File: src/rtl/dp_alu_pkg.sv
package dp_alu_pkg;

    typedef enum logic [3:0] {
        OP_AND = 4'h0,
        OP_XOR = 4'h1,
        OP_SUB = 4'h2,
        OP_RSB = 4'h3,
        OP_ADD = 4'h4,
        OP_ADC = 4'h5,
        OP_SBC = 4'h6,
        OP_RSC = 4'h7,
        OP_TST = 4'h8,
        OP_TEQ = 4'h9,
        OP_CMP = 4'hA,
        OP_CMN = 4'hB,
        OP_ORR = 4'hC,
        OP_MOV = 4'hD,
        OP_BIC = 4'hE,
        OP_MVN = 4'hF
    } alu_op_e;

    typedef struct packed {
        logic n;
        logic z;
        logic c;
        logic v;
    } alu_flags_t;

    function automatic logic op_is_compare(alu_op_e op);
        return (op == OP_TST) || (op == OP_TEQ) || (op == OP_CMP) || (op == OP_CMN);
    endfunction

    function automatic logic op_is_arith(alu_op_e op);
        return (op == OP_SUB) || (op == OP_RSB) || (op == OP_ADD) || (op == OP_ADC) ||
               (op == OP_SBC) || (op == OP_RSC) || (op == OP_CMP) || (op == OP_CMN);
    endfunction

endpackage

File: src/rtl/dp_adder.sv
module dp_adder #(
    parameter int W = 32
) (
    input  logic [W-1:0] add_x,
    input  logic [W-1:0] add_y,
    input  logic         add_cin,
    output logic [W-1:0] add_sum,
    output logic         add_cout,
    output logic         add_ovf
);
    localparam int MSB = W - 1;

    logic [W:0] wide_sum;

    always_comb begin
        wide_sum = {1'b0, add_x} + {1'b0, add_y} + {{W{1'b0}}, add_cin};
        add_sum  = wide_sum[MSB:0];
        add_cout = wide_sum[W];
        add_ovf  = (add_x[MSB] == add_y[MSB]) && (wide_sum[MSB] != add_x[MSB]);
    end
endmodule

File: src/rtl/dp_arith.sv
module dp_arith
    import dp_alu_pkg::*;
#(
    parameter int W = 32
) (
    input  alu_op_e      op,
    input  logic [W-1:0] a,
    input  logic [W-1:0] b,
    input  logic         c_in,
    output logic [W-1:0] sum,
    output logic         carry,
    output logic         ovf
);
    logic [W-1:0] x_sel;
    logic [W-1:0] y_sel;
    logic         cin_sel;

    always_comb begin
        x_sel   = a;
        y_sel   = b;
        cin_sel = 1'b0;
        unique case (op)
            OP_SUB, OP_CMP: begin y_sel = ~b; cin_sel = 1'b1; end
            OP_RSB:         begin x_sel = b; y_sel = ~a; cin_sel = 1'b1; end
            OP_ADC:         begin cin_sel = c_in; end
            OP_SBC:         begin y_sel = ~b; cin_sel = c_in; end
            OP_RSC:         begin x_sel = b; y_sel = ~a; cin_sel = c_in; end
            default:        begin x_sel = a; y_sel = b; cin_sel = 1'b0; end
        endcase
    end

    dp_adder #(.W(W)) u_adder (
        .add_x   (x_sel),
        .add_y   (y_sel),
        .add_cin (cin_sel),
        .add_sum (sum),
        .add_cout(carry),
        .add_ovf (ovf)
    );
endmodule

File: src/rtl/dp_logic.sv
module dp_logic
    import dp_alu_pkg::*;
#(
    parameter int W = 32
) (
    input  alu_op_e      op,
    input  logic [W-1:0] a,
    input  logic [W-1:0] b,
    output logic [W-1:0] lres
);
    always_comb begin
        unique case (op)
            OP_AND, OP_TST: lres = a & b;
            OP_XOR, OP_TEQ: lres = a ^ b;
            OP_ORR:         lres = a | b;
            OP_MOV:         lres = b;
            OP_BIC:         lres = a & ~b;
            OP_MVN:         lres = ~b;
            default:        lres = '0;
        endcase
    end
endmodule

File: src/rtl/dp_flags.sv
module dp_flags
    import dp_alu_pkg::*;
#(
    parameter int W = 32
) (
    input  alu_op_e      op,
    input  logic         set_flags,
    input  logic [W-1:0] res,
    input  logic         arith_c,
    input  logic         arith_v,
    input  logic         shift_c,
    input  alu_flags_t   cur,
    output alu_flags_t   nxt,
    output logic         wr
);
    localparam int MSB = W - 1;

    logic upd;
    logic arith;

    always_comb begin
        arith = op_is_arith(op);
        upd   = set_flags || op_is_compare(op);
        wr    = !op_is_compare(op);
        nxt   = cur;
        if (upd) begin
            nxt.n = res[MSB];
            nxt.z = (res == '0);
            nxt.c = arith ? arith_c : shift_c;
            nxt.v = arith ? arith_v : cur.v;
        end
    end
endmodule

File: src/rtl/dp_alu.sv
module dp_alu
    import dp_alu_pkg::*;
#(
    parameter int W = 32
) (
    input  logic         clk,
    input  logic         rst_n,
    input  logic         op_valid,
    input  logic [3:0]   opcode,
    input  logic         set_flags,
    input  logic [W-1:0] opnd_a,
    input  logic [W-1:0] opnd_b,
    input  logic         shift_carry,
    input  logic [3:0]   flags_in,
    output logic         res_valid,
    output logic [W-1:0] result,
    output logic         rd_write,
    output logic [3:0]   flags_out
);
    alu_op_e      op;
    alu_flags_t   cur_flags;
    alu_flags_t   next_flags;
    logic [W-1:0] arith_res;
    logic [W-1:0] logic_res;
    logic [W-1:0] sel_res;
    logic         a_carry;
    logic         a_ovf;
    logic         wr_cmb;

    assign op        = alu_op_e'(opcode);
    assign cur_flags = alu_flags_t'(flags_in);

    dp_arith #(.W(W)) u_arith (
        .op   (op),
        .a    (opnd_a),
        .b    (opnd_b),
        .c_in (cur_flags.c),
        .sum  (arith_res),
        .carry(a_carry),
        .ovf  (a_ovf)
    );

    dp_logic #(.W(W)) u_logic (
        .op  (op),
        .a   (opnd_a),
        .b   (opnd_b),
        .lres(logic_res)
    );

    assign sel_res = op_is_arith(op) ? arith_res : logic_res;

    dp_flags #(.W(W)) u_flags (
        .op       (op),
        .set_flags(set_flags),
        .res      (sel_res),
        .arith_c  (a_carry),
        .arith_v  (a_ovf),
        .shift_c  (shift_carry),
        .cur      (cur_flags),
        .nxt      (next_flags),
        .wr       (wr_cmb)
    );

    always_ff @(posedge clk) begin
        if (!rst_n) begin
            res_valid <= 1'b0;
            rd_write  <= 1'b0;
            result    <= '0;
            flags_out <= '0;
        end else begin
            res_valid <= op_valid;
            rd_write  <= op_valid && wr_cmb;
            if (op_valid) begin
                result    <= sel_res;
                flags_out <= next_flags;
            end
        end
    end
endmodule

File: config.mk
export PLATFORM = sky130hd
export DESIGN_NAME = dp_alu
export DESIGN_NICKNAME = d
export VERILOG_FILES = /design/src/rtl/dp_alu_pkg.sv /design/src/rtl/dp_adder.sv /design/src/rtl/dp_arith.sv /design/src/rtl/dp_logic.sv /design/src/rtl/dp_flags.sv /design/src/rtl/dp_alu.sv
export SDC_FILE = /design/constraint.sdc
export NUM_CORES = 1
export LEC_CHECK = 0
export BUFFER_PORTS_ARGS = -buffer_cell sky130_fd_sc_hd__buf_4
export CAP_MARGIN = 0
export CORE_ASPECT_RATIO = 1.75
export CORE_MARGIN = 5
export CORE_UTILIZATION = 65
export CTS_CLUSTER_DIAMETER = 50
export DETAILED_ROUTE_END_ITERATION = 6
export MAX_ROUTING_LAYER = met4
export PLACE_DENSITY = 0.89
export SETUP_SLACK_MARGIN = 0.15
export SYNTH_ARGS = -nofsm -noshare
export SYNTH_HDL_FRONTEND = slang
export SYNTH_HIERARCHICAL = 1
export SYNTH_SLANG_ARGS = --single-unit
File: constraint.sdc
create_clock -name clk -period 10.9 [get_ports clk]
set_clock_uncertainty 0.05 [all_clocks]
set_input_delay 2.18 -clock clk [delete_from_list [all_inputs] [get_ports clk]]
set_output_delay 2.18 -clock clk [all_outputs]
set_load 0.05 [all_outputs]
After elaboration in Yosys (flattened, before gate mapping)
Cells that the tools add are included.
Operators by class
  add/subtract/negate cells: 2
  multiply operators: 0
  divide/modulo/power cells: 0
  order comparisons: 0
  equal/unequal tests: 17
  shift operators: 0
  multiplexer cells: 8
  bitwise logic cells: 6
  reduce and logical (&&, ||, !) cells: 22
Operators by type and width (count)
  one-hot mux 32 bit (6 select lines): 1
  AND 32 bit: 2
  2-to-1 mux 32 bit: 2
  NOT 32 bit: 2
  one-hot mux 32 bit (2 select lines): 1
  adder 32 x 32 -> 33 bit: 1
  adder 33 x 1 -> 33 bit: 1
  == test 4 bit, second input constant: 8
  logical NOT 32 bit: 1
  bitwise OR 32 bit: 1
  XOR 32 bit: 1
  == test 4 x 3 -> 1 bit, second input constant: 4
  logical OR 1 bit: 11
  OR reduction 3 bit: 3
  == test 4 x 2 -> 1 bit, second input constant: 2
  OR reduction 2 bit: 3
  == test 4 x 1 -> 1 bit, second input constant: 1
  logical NOT 4 bit: 1
  2-to-1 mux 4 bit: 1
  logical AND 1 bit: 2
  2-to-1 mux 1 bit: 2
  one-hot mux 1 bit (2 select lines): 1
  == test 1 bit: 1
  logical NOT 1 bit: 1
  != test 1 bit: 1
Storage, ports and cells
  register bits: 38
  latch bits: 0
  RAM bits: 0
  memory bits (read-only): 0
  input bits: 77
  output and inout port bits: 38
  logic and storage cells: 59
  memories kept: 0

Longest topological paths before layout
  depth in word-level cells: 11
  mapped depth: 22
  mapped depth without buffers: 19

Modules after synthesis
The synthesis kept the hierarchy.
Modules (own cells, without submodules)
  dp_logic: instances 1, cells each 294, area each 2519.9 um2, sequential area each 0.0 um2
  dp_alu: instances 1, cells each 237, area each 1858.0 um2, sequential area each 760.7 um2
  dp_arith: instances 1, cells each 189, area each 1696.6 um2, sequential area each 0.0 um2
  dp_adder: instances 1, cells each 228, area each 1686.6 um2, sequential area each 0.0 um2
  dp_flags: instances 1, cells each 31, area each 200.2 um2, sequential area each 0.0 um2

Least setup slack after synthesis
No wires, ideal clock.
  path type: input -> register
  from: in opcode[0]
  to: reg flags_out[2]
  setup time: 0.066 ns
  arrival time: 6.080 ns
  data required time: 10.784 ns
  setup slack: 4.705 ns
  stages: 19
  path buffers: 2
  path through: buf_2 > clkbuf_1 > a221oi_2 > fa_1 > fa_1 > a21o_1 > a221oi_1 > nor3_1 > nor2_1 > o2111a_1 > o21ai_0 > xor2_1 > nand3_2 > nand2_1 > nor4_1 > nand4_1 > o31ai_1 > mux2i_1 > nor2b_1
RTL lines
  start: declaration: line dp_alu.sv:9  | input logic [3:0] opcode,
  end signal: assignment: line dp_alu.sv:75  | flags_out <= next_flags;
  end: declaration: line dp_alu.sv:18  | output logic [3:0] flags_out

==> impl_metrics.py <==
metrics = {
    "route": {
        "vias": 8218,
        "finalWirelength_mm": 25.0,
        "firstDrtPassIters": 5,
        "drt_iter0_drc": 801,
        "vias_per_cell": 6.85,
        "drc": 0,
        "ant_nets": 0,
        "wl_per_cell_um": 20.9,
    },
    "logic_synthesis": {
        "synth-edff-count": 0,
        "syn_avg_cell_area_um2": 8.13,
        "synth_fa_ha_area_share_pct": 10.4,
        "synth-compound-area-share_pct": 39.8,
        "synthTopCellsByCount": "inv_1, o21ai_0, ha_1",
        "netlist_area_um2": 7960,
        "ys_warn_count": 6,
        "synth_area_leader_cell": "ha_1",
        "netlist.area_leader.share_pct": 9.90,
        "synth_nets": 1121,
        "yosys-top-cells-area": "ha_1, dfxtp_1, a221oi_2, mux2_4, o221ai_2",
        "post-synth-top-count-cell": "inv_1",
        "synth_top_family_by_area": "compound AO/OA/AOI/OAI gates",
        "muxShareOfSynthArea_pct": 10.5,
        "dominantRegCellSynth": "dfxtp_1",
        "ys_seq_area_share_pct": 9.56,
        "synth-seq-cells": 38,
        "synth-simple-area-share_pct": 15.3,
        "ys_types": 76,
        "synthCells": 979,
        "synth_xor_area_share_pct": 3.08,
        "synthArstFlopShare_pct": 0,
    },
    "power": {
        "power_w": 0.000873,
        "p_per_area_nw_per_um2": 99.5,
        "ir_drop_mv": 0.0627,
        "p_leak_nw": 4.11,
    },
    "placed_design": {
        "dp_hpwl_mm": 18.3,
        "port_buffers": 114,
        "place.gp.congestion": 1.05,
    },
    "clock_tree": {
        "path_clk_slew_ps": 60,
        "cts-root-buf": "clkbuf_16",
        "cts_tree": "yes",
        "ctsResizeCount": 0,
        "cts_buffers": 5,
        "cts_hold_buf": 0,
        "cts_buffer_depth": 2,
        "cts_sinks": 38,
        "cts_max_level": 2,
        "postCtsSetupBuffers": 0,
        "clk_latency_ps": 290,
    },
    "setup_path": {
        "worst_setup_path_start_kind": "input pin",
        "path_max_fanout": 47,
        "crit_arrival_ps": 7770,
        "cp_cell_sequence": "buf_4 -> nor2b_4 -> buf_4 -> nand2_4 -> mux2_2 -> fa_1 -> fa_1 -> a21o_1 -> a221oi_1 -> nor3_1 -> o21ai_0 -> nand2_1 -> a21oi_1 -> xnor2_1 -> nand3_1 -> nand2_1 -> nor4_1 -> nand4_1 -> o31ai_1 -> mux2i_1 -> nor2b_1",
        "critical_path_class": "input pin to register",
        "crit_family": "simple AND/OR/NAND/NOR gates",
        "cp_slowest_cell": "nand2_4",
        "cp.required_ps": 11070,
        "cp-end-kind": "register",
        "r2r_slack_ps": 10030,
        "critPathBufInv": 2,
        "slowest_delay_ps": 530,
    },
    "sta": {
        "period_minus_slack_ps": 7600,
        "fin_crit_sh_pct": 69.7,
        "hold_ws_ps": 474,
        "slew_headroom_pct": 25.6,
        "rsz0062_at_grt": "false",
        "fin_setup_tns_ps": 0,
        "fmax_mhz": 132,
        "setup_viol_count_final": 0,
        "worst_pin_slew_ps": 1120,
        "hold_viol": 0,
        "drv_slew": 0,
    },
    "global_routing": {
        "grt_pass1_vias": 8099,
        "grt_antenna_before_repair": 0,
        "track_usage_pct": 34.4,
        "grt_pass1_wl_mm": 40.1,
        "grt_start_max_net_pins": 75,
        "gr-total-overflow": 0,
    },
    "cells_and_area": {
        "fillers": 943,
        "antenna_cells": 0,
        "area_growth_syn_to_layout_pct": 10.2,
        "final_layout_size_suffix_gt1_share_pct": 27.3,
        "nNetsFinal": 1176,
    },
    "outcome": {
        "status": "completed",
    },
    "floorplan": {
        "dieHeight_um": 156,
        "core_area_um2": 12000,
        "placementRows": 53,
        "boundaryPins": 115,
        "start_util_pct": 66.3,
        "die_area_um2": 14600,
        "die_x_um": 93.7,
    },
    "job": {
        "maxCapViolations": 0,
    },
    "min_path": {
        "min_path_type": "register to register",
    },
}
routing by layer:
layer | vias up | share of wire [%] | track usage, %
met3 | 101 | 7.0 | 2.60
met2 | 460 | 50 | 59.3
li1 | 3780 | - | -
met5 | - | 0 | -
met1 | 3877 | 38 | 40.1
met4 | 0 | 4.5 | 16.0
worst min-delay path, stage by stage, from the launching register on:
cell	delay [ps]
dfxtp_1	330
mux2i_1	70
nor2b_1	90
kinds of logic after synthesis:
logic type	count (synthesis)
AO/OA/AOI/OAI	360
AND/OR/NAND/NOR	235
buffers and inverters	185
multiplexers	68
adder cells (fa/ha/maj)	65
flip-flops	38
XOR/XNOR	28
registers in the layout, indices dropped and copies added (netlist names):
signal     count
flags_out      4
rd_write       1
res_valid      1
result        32
area by class of cell:
type | instances | area (um^2) | share of cell area (%)
repair buffers | 127 | 953 | 10.9
multi-input cells | 756 | 6310 | 71.9
clock buffers | 6 | 139 | 1.58
clock inverters | 2 | 12.5 | 0.143
flip-flops and latches | 38 | 761 | 8.67
inverters | 106 | 398 | 4.53
well taps | 165 | 206 | 2.35
report_power, final:
group | leakage (nW) | internal, W | switching, W
logic | 3.72 | 0.000219 | 0.000344
clock network | 0.0729 | 0.0000906 | 0.0000597
registers | 0.315 | 0.000153 | 0.00000776
total | 4.11 | 0.000462 | 0.000411
cells in the final DEF, fill, tap and decap left out, types with 4 or more instances in the layout:
master	instances
a211oi_1	5
a21o_1	17
a21oi_1	26
a221oi_2	31
a22o_1	32
a22oi_2	30
a31oi_1	38
and3_1	6
buf_4	127
clkbuf_16	5
dfxtp_1	38
ha_1	63
inv_1	106
mux2_4	30
mux2i_1	35
nand2_1	53
nand2b_1	34
nand3_1	32
nand3_2	5
nand4_1	9
nor2_1	50
nor2b_1	11
nor3_1	5
nor4_1	10
o211ai_1	4
o21ai_0	73
o21ai_1	8
o21bai_1	8
o221ai_2	30
o22a_1	31
xnor2_1	18
xor2_1	10
stage by stage:
step / std cells / setup WS (ps) / instance area, um^2 / utilization [%]
after floorplan: 979 / 4700 / 7960 / -
after global placement: 1192 / 3320 / 8620 / 71.9
after detailed placement: 1192 / 3180 / 8620 / 71.9
after CTS: 1200 / 3440 / 8780 / 73.1
after global routing: 1200 / 3010 / 8780 / 73.1
final: 1200 / 3300 / 8780 / 73.1
worst paths after layout:
kind                              from                         to  depth (start not counted)
max                          opcode[3]  flags_out[2]$_SDFFE_PN0P_                         21
min          flags_out[0]$_SDFFE_PN0P_  flags_out[0]$_SDFFE_PN0P_                          2
max reg2reg    result[22]$_SDFFE_PN0P_    result[22]$_SDFFE_PN0P_                          2
min reg2reg  flags_out[0]$_SDFFE_PN0P_  flags_out[0]$_SDFFE_PN0P_                          2
No activity file was read; power rests on OpenSTA's default activity.
